**src/rtl/adc_seq_pkg.sv**
```systemverilog
`timescale 1ns/1ps
package adc_seq_pkg;

  localparam int FRAME_BITS = 24;
  localparam int RX_BITS    = 16;
  localparam int ADC_BITS   = 12;

  typedef enum logic [2:0] {
    ST_IDLE,
    ST_SETUP,
    ST_XFER,
    ST_GAP,
    ST_HOLD
  } seq_state_e;

  function automatic logic [7:0] ctrl_byte(input logic [1:0] chan,
                                           input logic       diff,
                                           input logic       bipolar);
    return {1'b1, 1'b0, chan, ~bipolar, ~diff, 2'b11};
  endfunction

endpackage

```
**src/rtl/adc_seq_clkdiv.sv**
```systemverilog
`timescale 1ns/1ps
module adc_seq_clkdiv #(
  parameter int DIV_W = 10
) (
  input  logic             clk,
  input  logic             rst_n,
  input  logic             run,
  input  logic [DIV_W-1:0] half,
  output logic             tick
);

  logic [DIV_W-1:0] cnt;

  assign tick = run && (cnt == half);

  always_ff @(posedge clk or negedge rst_n) begin
    if (!rst_n)            cnt <= '0;
    else if (!run || tick) cnt <= '0;
    else                   cnt <= cnt + 1'b1;
  end

  // consecutive ticks are half+1 cycles apart
  p_tick_spacing_r5: assert property (@(posedge clk) disable iff (!rst_n)
    (tick && half != '0) |=> !tick);

endmodule

```
**src/rtl/adc_seq_watch.sv**
```systemverilog
`timescale 1ns/1ps
module adc_seq_watch #(
  parameter int LIMIT = 12000
) (
  input  logic clk,
  input  logic rst_n,
  input  logic clear,
  input  logic active,
  output logic late
);

  localparam int CW = $clog2(LIMIT + 2);
  localparam logic [CW-1:0] SAT = CW'(LIMIT + 1);

  logic [CW-1:0] elapsed;

  assign late = (elapsed > CW'(LIMIT));

  always_ff @(posedge clk or negedge rst_n) begin
    if (!rst_n)                        elapsed <= '0;
    else if (clear)                    elapsed <= '0;
    else if (active && elapsed != SAT) elapsed <= elapsed + 1'b1;
  end

  // once over the limit the flag stays until the next request clears it
  p_late_sticky_r8: assert property (@(posedge clk) disable iff (!rst_n)
    (late && !clear) |=> late);

endmodule

```
**src/rtl/adc_seq_host.sv**
```systemverilog
`timescale 1ns/1ps
module adc_seq_host
  import adc_seq_pkg::*;
#(
  parameter int DIV_W   = 10,
  parameter int RES_W   = 16,
  parameter int GAP_CYC = 0,
  parameter int TMO_CYC = 12000
) (
  input  logic             clk,
  input  logic             rst_n,
  input  logic [DIV_W-1:0] div_half,
  input  logic             req_valid,
  output logic             req_ready,
  input  logic [1:0]       req_chan,
  input  logic             req_diff,
  input  logic             req_bipolar,
  output logic             busy,
  output logic             res_valid,
  output logic [RES_W-1:0] res_data,
  output logic             res_timeout,
  output logic             spi_cs_n,
  output logic             spi_sclk,
  output logic             spi_mosi,
  input  logic             spi_miso
);

  localparam int BC_W  = $clog2(FRAME_BITS + 1);
  localparam int GAP_W = (GAP_CYC > 1) ? $clog2(GAP_CYC) : 1;
  localparam int EXT_W = RES_W - ADC_BITS;
  localparam logic [BC_W-1:0] LAST_BIT = BC_W'(FRAME_BITS);
  localparam logic [BC_W-1:0] CTRL_END = BC_W'(8);

  seq_state_e               state;
  logic [FRAME_BITS-1:0]    txsr;
  logic [RX_BITS-1:0]       rxsr;
  logic [BC_W-1:0]          bitcnt;
  logic [DIV_W-1:0]         half_q;
  logic                     bip_q;
  logic [GAP_W-1:0]         gapcnt;
  logic                     tick, late, run, take, window;
  logic [ADC_BITS-1:0]      sample;
  logic [RES_W-1:0]         widened;

  assign busy      = (state != ST_IDLE);
  assign req_ready = !busy;
  assign take      = req_valid && req_ready;
  assign spi_mosi  = txsr[FRAME_BITS-1];
  assign run       = (state == ST_SETUP) || (state == ST_XFER) || (state == ST_HOLD);

  // conversion window: from the fall ending the control byte to the last rise
  assign window = ((state == ST_XFER) || (state == ST_GAP)) &&
                  (((bitcnt == CTRL_END) && !spi_sclk) ||
                   ((bitcnt > CTRL_END) && (bitcnt < LAST_BIT)));

  assign sample  = rxsr[RX_BITS-2 -: ADC_BITS];
  assign widened = bip_q ? {{EXT_W{sample[ADC_BITS-1]}}, sample}
                         : {{EXT_W{1'b0}}, sample};

  adc_seq_clkdiv #(.DIV_W(DIV_W)) i_div (
    .clk  (clk),
    .rst_n(rst_n),
    .run  (run),
    .half (half_q),
    .tick (tick)
  );

  adc_seq_watch #(.LIMIT(TMO_CYC)) i_watch (
    .clk   (clk),
    .rst_n (rst_n),
    .clear (take),
    .active(window),
    .late  (late)
  );

  always_ff @(posedge clk or negedge rst_n) begin
    if (!rst_n) begin
      state       <= ST_IDLE;
      txsr        <= '0;
      rxsr        <= '0;
      bitcnt      <= '0;
      half_q      <= '0;
      bip_q       <= 1'b0;
      gapcnt      <= '0;
      spi_cs_n    <= 1'b1;
      spi_sclk    <= 1'b0;
      res_valid   <= 1'b0;
      res_data    <= '0;
      res_timeout <= 1'b0;
    end else begin
      res_valid <= 1'b0;
      case (state)
        ST_IDLE: if (take) begin
          txsr     <= {ctrl_byte(req_chan, req_diff, req_bipolar), {(FRAME_BITS-8){1'b0}}};
          half_q   <= div_half;
          bip_q    <= req_bipolar;
          bitcnt   <= '0;
          spi_cs_n <= 1'b0;
          state    <= ST_SETUP;
        end
        ST_SETUP: if (tick) state <= ST_XFER;
        ST_XFER: if (tick) begin
          if (!spi_sclk) begin
            spi_sclk <= 1'b1;
            rxsr     <= {rxsr[RX_BITS-2:0], spi_miso};
            bitcnt   <= bitcnt + 1'b1;
          end else begin
            spi_sclk <= 1'b0;
            txsr     <= {txsr[FRAME_BITS-2:0], 1'b0};
            if (bitcnt == LAST_BIT) begin
              state <= ST_HOLD;
            end else if ((GAP_CYC > 0) && (bitcnt[2:0] == 3'd0)) begin
              gapcnt <= '0;
              state  <= ST_GAP;
            end
          end
        end
        ST_GAP: begin
          if (gapcnt == GAP_W'(GAP_CYC - 1)) state <= ST_XFER;
          else                               gapcnt <= gapcnt + 1'b1;
        end
        ST_HOLD: if (tick) begin
          spi_cs_n    <= 1'b1;
          res_valid   <= 1'b1;
          res_data    <= widened;
          res_timeout <= late;
          state       <= ST_IDLE;
        end
        default: state <= ST_IDLE;
      endcase
    end
  end

  // clock idles low outside a frame
  p_sclk_idle_r4: assert property (@(posedge clk) disable iff (!rst_n)
    spi_cs_n |-> !spi_sclk);

  // MOSI holds while SCLK is high
  p_mosi_hold_r4: assert property (@(posedge clk) disable iff (!rst_n)
    (spi_sclk && $past(spi_sclk)) |-> $stable(spi_mosi));

  // a frame only starts from an accepted request
  p_start_on_take_r1: assert property (@(posedge clk) disable iff (!rst_n)
    $fell(spi_cs_n) |-> $past(req_valid && req_ready));

  // single-cycle strobe together with chip select release
  p_pulse_r9: assert property (@(posedge clk) disable iff (!rst_n)
    res_valid |=> !res_valid);
  p_cs_release_r9: assert property (@(posedge clk) disable iff (!rst_n)
    res_valid |-> $rose(spi_cs_n));

  // a result only follows a full frame of rising edges
  p_frame_len_r3: assert property (@(posedge clk) disable iff (!rst_n)
    res_valid |-> (bitcnt == LAST_BIT));

endmodule

```
**config.mk**
```make
export PLATFORM = sky130hd
export DESIGN_NAME = adc_seq_host
export DESIGN_NICKNAME = d
export VERILOG_FILES = /design/src/rtl/adc_seq_pkg.sv /design/src/rtl/adc_seq_clkdiv.sv /design/src/rtl/adc_seq_watch.sv /design/src/rtl/adc_seq_host.sv
export SDC_FILE = /design/constraint.sdc
export NUM_CORES = 1
export LEC_CHECK = 0
export ABC_CLOCK_PERIOD_IN_PS = 2400
export BUFFER_PORTS_ARGS = -buffer_cell sky130_fd_sc_hd__buf_2
export CAP_MARGIN = 10
export CORE_MARGIN = 4
export CORE_UTILIZATION = 45
export CTS_CLUSTER_DIAMETER = 60
export DETAILED_ROUTE_END_ITERATION = 10
export GPL_ROUTABILITY_DRIVEN = 0
export SETUP_SLACK_MARGIN = 0.15
export SYNTH_ARGS = -nofsm -noshare
export SYNTH_HDL_FRONTEND = slang
export SYNTH_SLANG_ARGS = --single-unit
```
**constraint.sdc**
```tcl
create_clock -name clk -period 2.4 [get_ports clk]
set_input_delay 0.24 -clock clk [delete_from_list [all_inputs] [get_ports clk]]
set_output_delay 0.24 -clock clk [all_outputs]
set_load 0.01 [all_outputs]
```
# After elaboration in Yosys (flattened, before gate mapping)
# Cells that the tools add are included.
[word_totals]
out_inout_bits = 23
in_bits = 18
reg_bits = 103
elab_cells = 94
[op_classes]
magnitude_cmp = 3
n_reduce_logical = 27
muxes = 27
bitwise_logic = 3
n_eq_ne = 16
addsub = 4
[ops]
columns = ["operator", "n"]
rows = [
  ["$mux 24", 3],
  ["$pmux 24 s2", 1],
  ["$mux 14", 2],
  ["$mux 3", 7],
  ["$mux 16", 1],
  ["$mux 5", 3],
  ["$pmux 3 s5", 1],
  ["$add 14x1->14 const B", 1],
  ["$gt 14x14->1 const B", 1],
  ["$ne 14x14->1 const B", 1],
  ["$add 10x1->10 const B", 1],
  ["$eq 10x10->1", 1],
  ["$mux 10", 1],
  ["$ne 2x1->1 const B", 5],
  ["$pmux 5 s2", 1],
  ["$reduce_and 4->1", 2],
  ["$reduce_and 7->1", 1],
  ["$eq 3x2->1 const B", 2],
  ["$logic_and 1x1->1", 6],
  ["$mux 1", 6],
  ["$ne 2x2->1 const B", 3],
  ["$reduce_and 2->1", 3],
  ["$reduce_and 3->1", 2],
  ["$reduce_bool 2->1", 3],
  ["other kinds (14)", 22],
]

# Depth between registers and ports, before layout
[depth]
word_depth = 7
depth_mapped = 7
ltp_nobuf = 6

# Cells and area by module
# A second synthesis with hierarchy kept.
[unflattened]
cells_unflattened = 364
area_unflattened_um2 = 4112.7
[modules_own_cells]
columns = ["module", "cells_per_inst", "seq_area_each_um2", "n_inst", "area_each_um2"]
rows = [
  ["adc_seq_host", 219, 1502.7, 1, 2685.1],
  ["adc_seq_watch", 90, 350.3, 1, 864.6],
  ["adc_seq_clkdiv", 55, 250.2, 1, 563.0],
]

# Worst setup path before layout
# OpenSTA, ideal clock, no wires.
[synth_timing]
path_type = "register to register"
startpoint = "reg i_div.cnt[3]"
endpoint = "reg rxsr[10]"
setup_ps = 125
period_less_slack_ps = 2055
t_required_ps = 2275
n_path_buf = 2
stages_incl_launch_ff = 7
path_slack_ps = 345
t_arrival_ps = 1930
path_cell_list = "dfrtp_1 xnor2_1 nand4_2 buf_6 nor4b_4 buf_6 mux2_2"
[synth_between]
elab_chain_len = 3
[synth_rtl]
columns = ["item", "line", "text"]
rows = [
  ["from (decl)", "adc_seq_clkdiv.sv:12", "logic [DIV_W-1:0] cnt;"],
  ["from (signal assigned)", "adc_seq_clkdiv.sv:19", "else cnt <= cnt + 1'b1;"],
  ["$eq 10x10->1", "adc_seq_clkdiv.sv:14", "assign tick = run && (cnt == half);"],
  ["$logic_and 1x1->1", "adc_seq_clkdiv.sv:14", ""],
  ["$reduce_and 3->1 (no line)", "--", ""],
  ["to (signal assigned)", "adc_seq_host.sv:105", "rxsr <= {rxsr[RX_BITS-2:0], spi_miso};"],
  ["to (decl)", "adc_seq_host.sv:36", "logic [RX_BITS-1:0] rxsr;"],
]
# Every way passes these cells.
# A chain may end at the register's enable or synchronous reset.

# Final worst setup path
[layout_timing]
startpoint = "reg bitcnt[0]"
endpoint = "reg i_watch.elapsed[5]"
[layout_between]
elab_chain_len = 6
elab_cells_between_ends = 9
cone_classes = "2 x order compare; 1 x eq/ne; 6 x reduce/logical"
[layout_rtl]
columns = ["item", "line", "text"]
rows = [
  ["from (decl)", "adc_seq_host.sv:37", "logic [BC_W-1:0] bitcnt;"],
  ["from (signal assigned)", "adc_seq_host.sv:106", "bitcnt <= bitcnt + 1'b1;"],
  ["$gt 5x4->1 (tied with other cells)", "adc_seq_host.sv:54", "((bitcnt > CTRL_END) && (bitcnt < LAST_BIT)));"],
  ["$logic_and 1x1->1 (on tied branches)", "adc_seq_host.sv:54, adc_seq_host.sv:53", ""],
  ["$logic_or 1x1->1 (*)", "adc_seq_host.sv:53", "(((bitcnt == CTRL_END) && !spi_sclk) ||"],
  ["$logic_and 1x1->1 (*)", "adc_seq_host.sv:52", "assign window = ((state == ST_XFER) || (state == ST_GAP)) &&"],
  ["$logic_and 1x1->1 (*)", "adc_seq_watch.sv:22", "else if (active && elapsed != SAT) elapsed <= elapsed + 1'b1;"],
  ["$reduce_bool 2->1 (no line) (*)", "--", ""],
  ["to (signal assigned)", "adc_seq_watch.sv:22", ""],
  ["to (decl)", "adc_seq_watch.sv:15", "logic [CW-1:0] elapsed;"],
]
# Mark *: on every way between the ends. The rest lies on a longest branch, timed or not.

==> impl_metrics.json <==
{
  "wirelength_um": 7800,
  "clock_latency_ns": 0.35,
  "fp.dieH_um": 103,
  "wl_per_cell_um": 14.7,
  "numPortBuffers": 40,
  "final_cells": 532,
  "cpPeakStageDelay_ns": 0.57,
  "syn_area_per_cell_sq_um": 10.9,
  "synth_edf_count": 0,
  "synth_top_area_share": 0.506,
  "area_growth_pct": 13.4,
  "path_cells": "inv_1 -> ha_1 -> and3b_1 -> o22a_1 -> or4_1 -> a21oi_1",
  "core_area_sq_mm": 0.00881,
  "synth-seq-cells": 84,
  "synth_top_area_cell": "dfrtp_1",
  "grt_pass1_wl_um": 13600,
  "r2r-end": "i_watch.elapsed[5]",
  "layout_common_cells": "83 x dfrtp_1, 61 x nand2_1, 39 x buf_2, 29 x mux2_2, 18 x nor2_1",
  "rsz0062_at_grt": "no",
  "stdcell_area_sq_mm": 0.00466,
  "r2r_setup_slack_ns": 0.31,
  "slew_viol_final": 0,
  "syn_inst": 375,
  "grt.total_usage": 0.163,
  "period_needed_ns": 2.09,
  "cts.repair.resized": 0,
  "cts_htree_levels": 3,
  "antenna_found_initial": 0,
  "hold_path.class": "input pin to flop",
  "tightestPinTransition_ns": 0.573,
  "place_inst": 515,
  "nets": 443,
  "n_antenna_cell": 0,
  "drcViolationCount": 0,
  "die-area_sq_mm": 0.0107,
  "cp-end-kind": "flop",
  "die_w_um": 103,
  "synth-async-reset-ratio": 1.00,
  "root_buffer": "clkbuf_8",
  "clk_pin_slew_ns": 0.09,
  "yosysSeqAreaShare": 0.513,
  "fmax_mhz": 478,
  "synthesis.nets": 399,
  "clock-sinks": 84,
  "start_util": 0.466,
  "cp_slowest_cell": "or4_1",
  "drt-pass1-iter-count": 4,
  "ys.flop_type": "dfrtp_1",
  "post_dp_cell_area_sq_mm": 0.00445,
  "crit_path_start": "bitcnt[0]",
  "endpoint": "i_watch.elapsed[5]",
  "cts_tree": "yes",
  "drive_gt1_frac": 0.264,
  "slew_headroom": 0.618,
  "min_period_over_period": 0.871,
  "cp-start-kind": "flop",
  "r2r_cells": 6,
  "grt_max_degree": 51,
  "status": "completed",
  "drt-initial-drc-count": 117,
  "syn_area_sq_mm": 0.00410,
  "peakVddDrop_mv": 0.344,
  "final_util": 0.529,
  "grt_overflow": 0,
  "total_power_mw": 3.81,
  "p_per_area_mw_per_mm2": 819,
  "yosysWarnings": 0,
  "setup_viol_count_final": 0,
  "final_common_cell": "dfrtp_1",
  "pin_count": 41,
  "path_max_fanout": 18,
  "ys_types": 51,
  "hold_viol": 0,
  "worstSetupPathType": "flop to flop",
  "tns_ns": 0,
  "first_global_vias": 2864,
  "r2r_start": "bitcnt[0]",
  "vias": 2852,
  "drv_cap": 0,
  "clk_path_buf_depth": 2,
  "drtAntennaViolNets": 0,
  "viasPerCell": 5.36,
  "hpwl_um": 5510,
  "worstPathArrival_ns": 2.37,
  "clock_skew_ns": 0.0139,
  "rows": 34,
  "synthTopCellsByArea": "dfrtp_1 51%, mux2_2 8.0%, nand2_1 5.6%",
  "required_ns": 2.68,
  "p_leak_nw": 2.19,
  "cts_buffers": 9
}
[cells in the mapped netlist (all sizes together) (2+ instances only)]
cell,count
xnor2,17
o31ai,6
and3,3
nor3,5
and2,3
ha,6
nor4,11
dfrtp,83
inv,11
clkbuf,8
a21oi,8
xor2,2
o21bai,2
mux2i,12
o21a,2
nand2b,7
mux2,34
and4,3
or3,2
nand4,9
nand3,13
nand2,61
nor2,18
o21ai,6
or4,6
nor4b,6
buf,14
a21boi,2
o31a,2
[metal layers]
| layer | up-vias | track usage | share of wire |
|---|---|---|---|
| met3 | 6 | 0.0396 | 0.034 |
| li1 | 1410 | - | - |
| met4 | 0 | 0.0528 | 0.0099 |
| met5 | - | 0 | 0 |
| met1 | 1382 | 0.226 | 0.49 |
| met2 | 54 | 0.251 | 0.47 |
[what timing repair did]
action / in CTS / in global routing
hold endpoints to repair: 34 / 0
hold buffers: 1 / 0
buffers inserted: 0 / 0
setup endpoints to repair: 0 / 0
[how the worst min path moves through the flow]
stage           startpoint   endpoint  cells after the start
2_1_floorplan        rst_n      bip_q                      0
3_3_place_gp         rst_n  half_q[0]                      1
3_5_place_dp         rst_n  half_q[9]                      1
4_1_cts        div_half[6]  half_q[6]                      3
5_1_grt        div_half[2]  half_q[2]                      3
6_report       div_half[6]  half_q[6]                      3
[state kept, by name, summed over array words and instances, names as in the netlist]
signal and count:
bitcnt 5, spi_cs_n 1, i_div.cnt 10, half_q 10
spi_sclk 1, gapcnt 1, txsr 8, i_watch.elapsed 14
bip_q 1, rxsr 15, res_timeout 1, state 3
res_data 13, res_valid 1
[logic make-up (layout without fill, tap and decap cells)]
kind of cell | after synthesis | count (layout) | synth area share
DFF | 84 | 84 | 0.513
AOI/OAI and AO/OA | 35 | 35 | 0.0579
and+or+nand+nor | 152 | 152 | 0.201
adders and majority gates | 6 | 6 | 0.0183
xor gates and xnor gates | 19 | 19 | 0.0405
muxes | 46 | 46 | 0.127
buffers and inverters | 33 | 82 | 0.0427
[critical path: cells and delay by family (launching register included)]
family	cells	cell delay, ns
AND/OR/NAND/NOR	2	0.78
AO/OA/AOI/OAI	2	0.57
flip-flops	1	0.42
adder cells (fa/ha/maj)	1	0.19
buffers and inverters	1	0.06
[metrics by stage]
step | worst slack, ns | hold WS (ns)
2_1_floorplan | 0.345 | -0.0556
5_1_grt | 0.167 | 0.0672
3_5_place_dp | 0.326 | 0.233
6_report | 0.309 | 0.0837
3_3_place_gp | 0.331 | 0.227
4_1_cts | 0.293 | 0.0645
[cell type report]
| class | count | area, sq um |
|---|---|---|
| fill | 799 | 4150 |
| sequential | 84 | 2100 |
| multi-input combinational | 258 | 1830 |
| timing repair buffer | 55 | 343 |
| tap | 108 | 135 |
| clock buffer | 10 | 128 |
| clock inverter | 6 | 71.3 |
| inverter | 11 | 41.3 |
[power breakdown]
group | switching (mW) | leakage, nW | internal, mW | total (mW)
sequential | 0.166 | 1.12 | 1.59 | 1.75
clock | 0.525 | 0.0992 | 0.494 | 1.02
combinational | 0.595 | 0.974 | 0.446 | 1.04
total | 1.29 | 2.19 | 2.53 | 3.81
No activity file was read; power rests on OpenSTA's default activity.
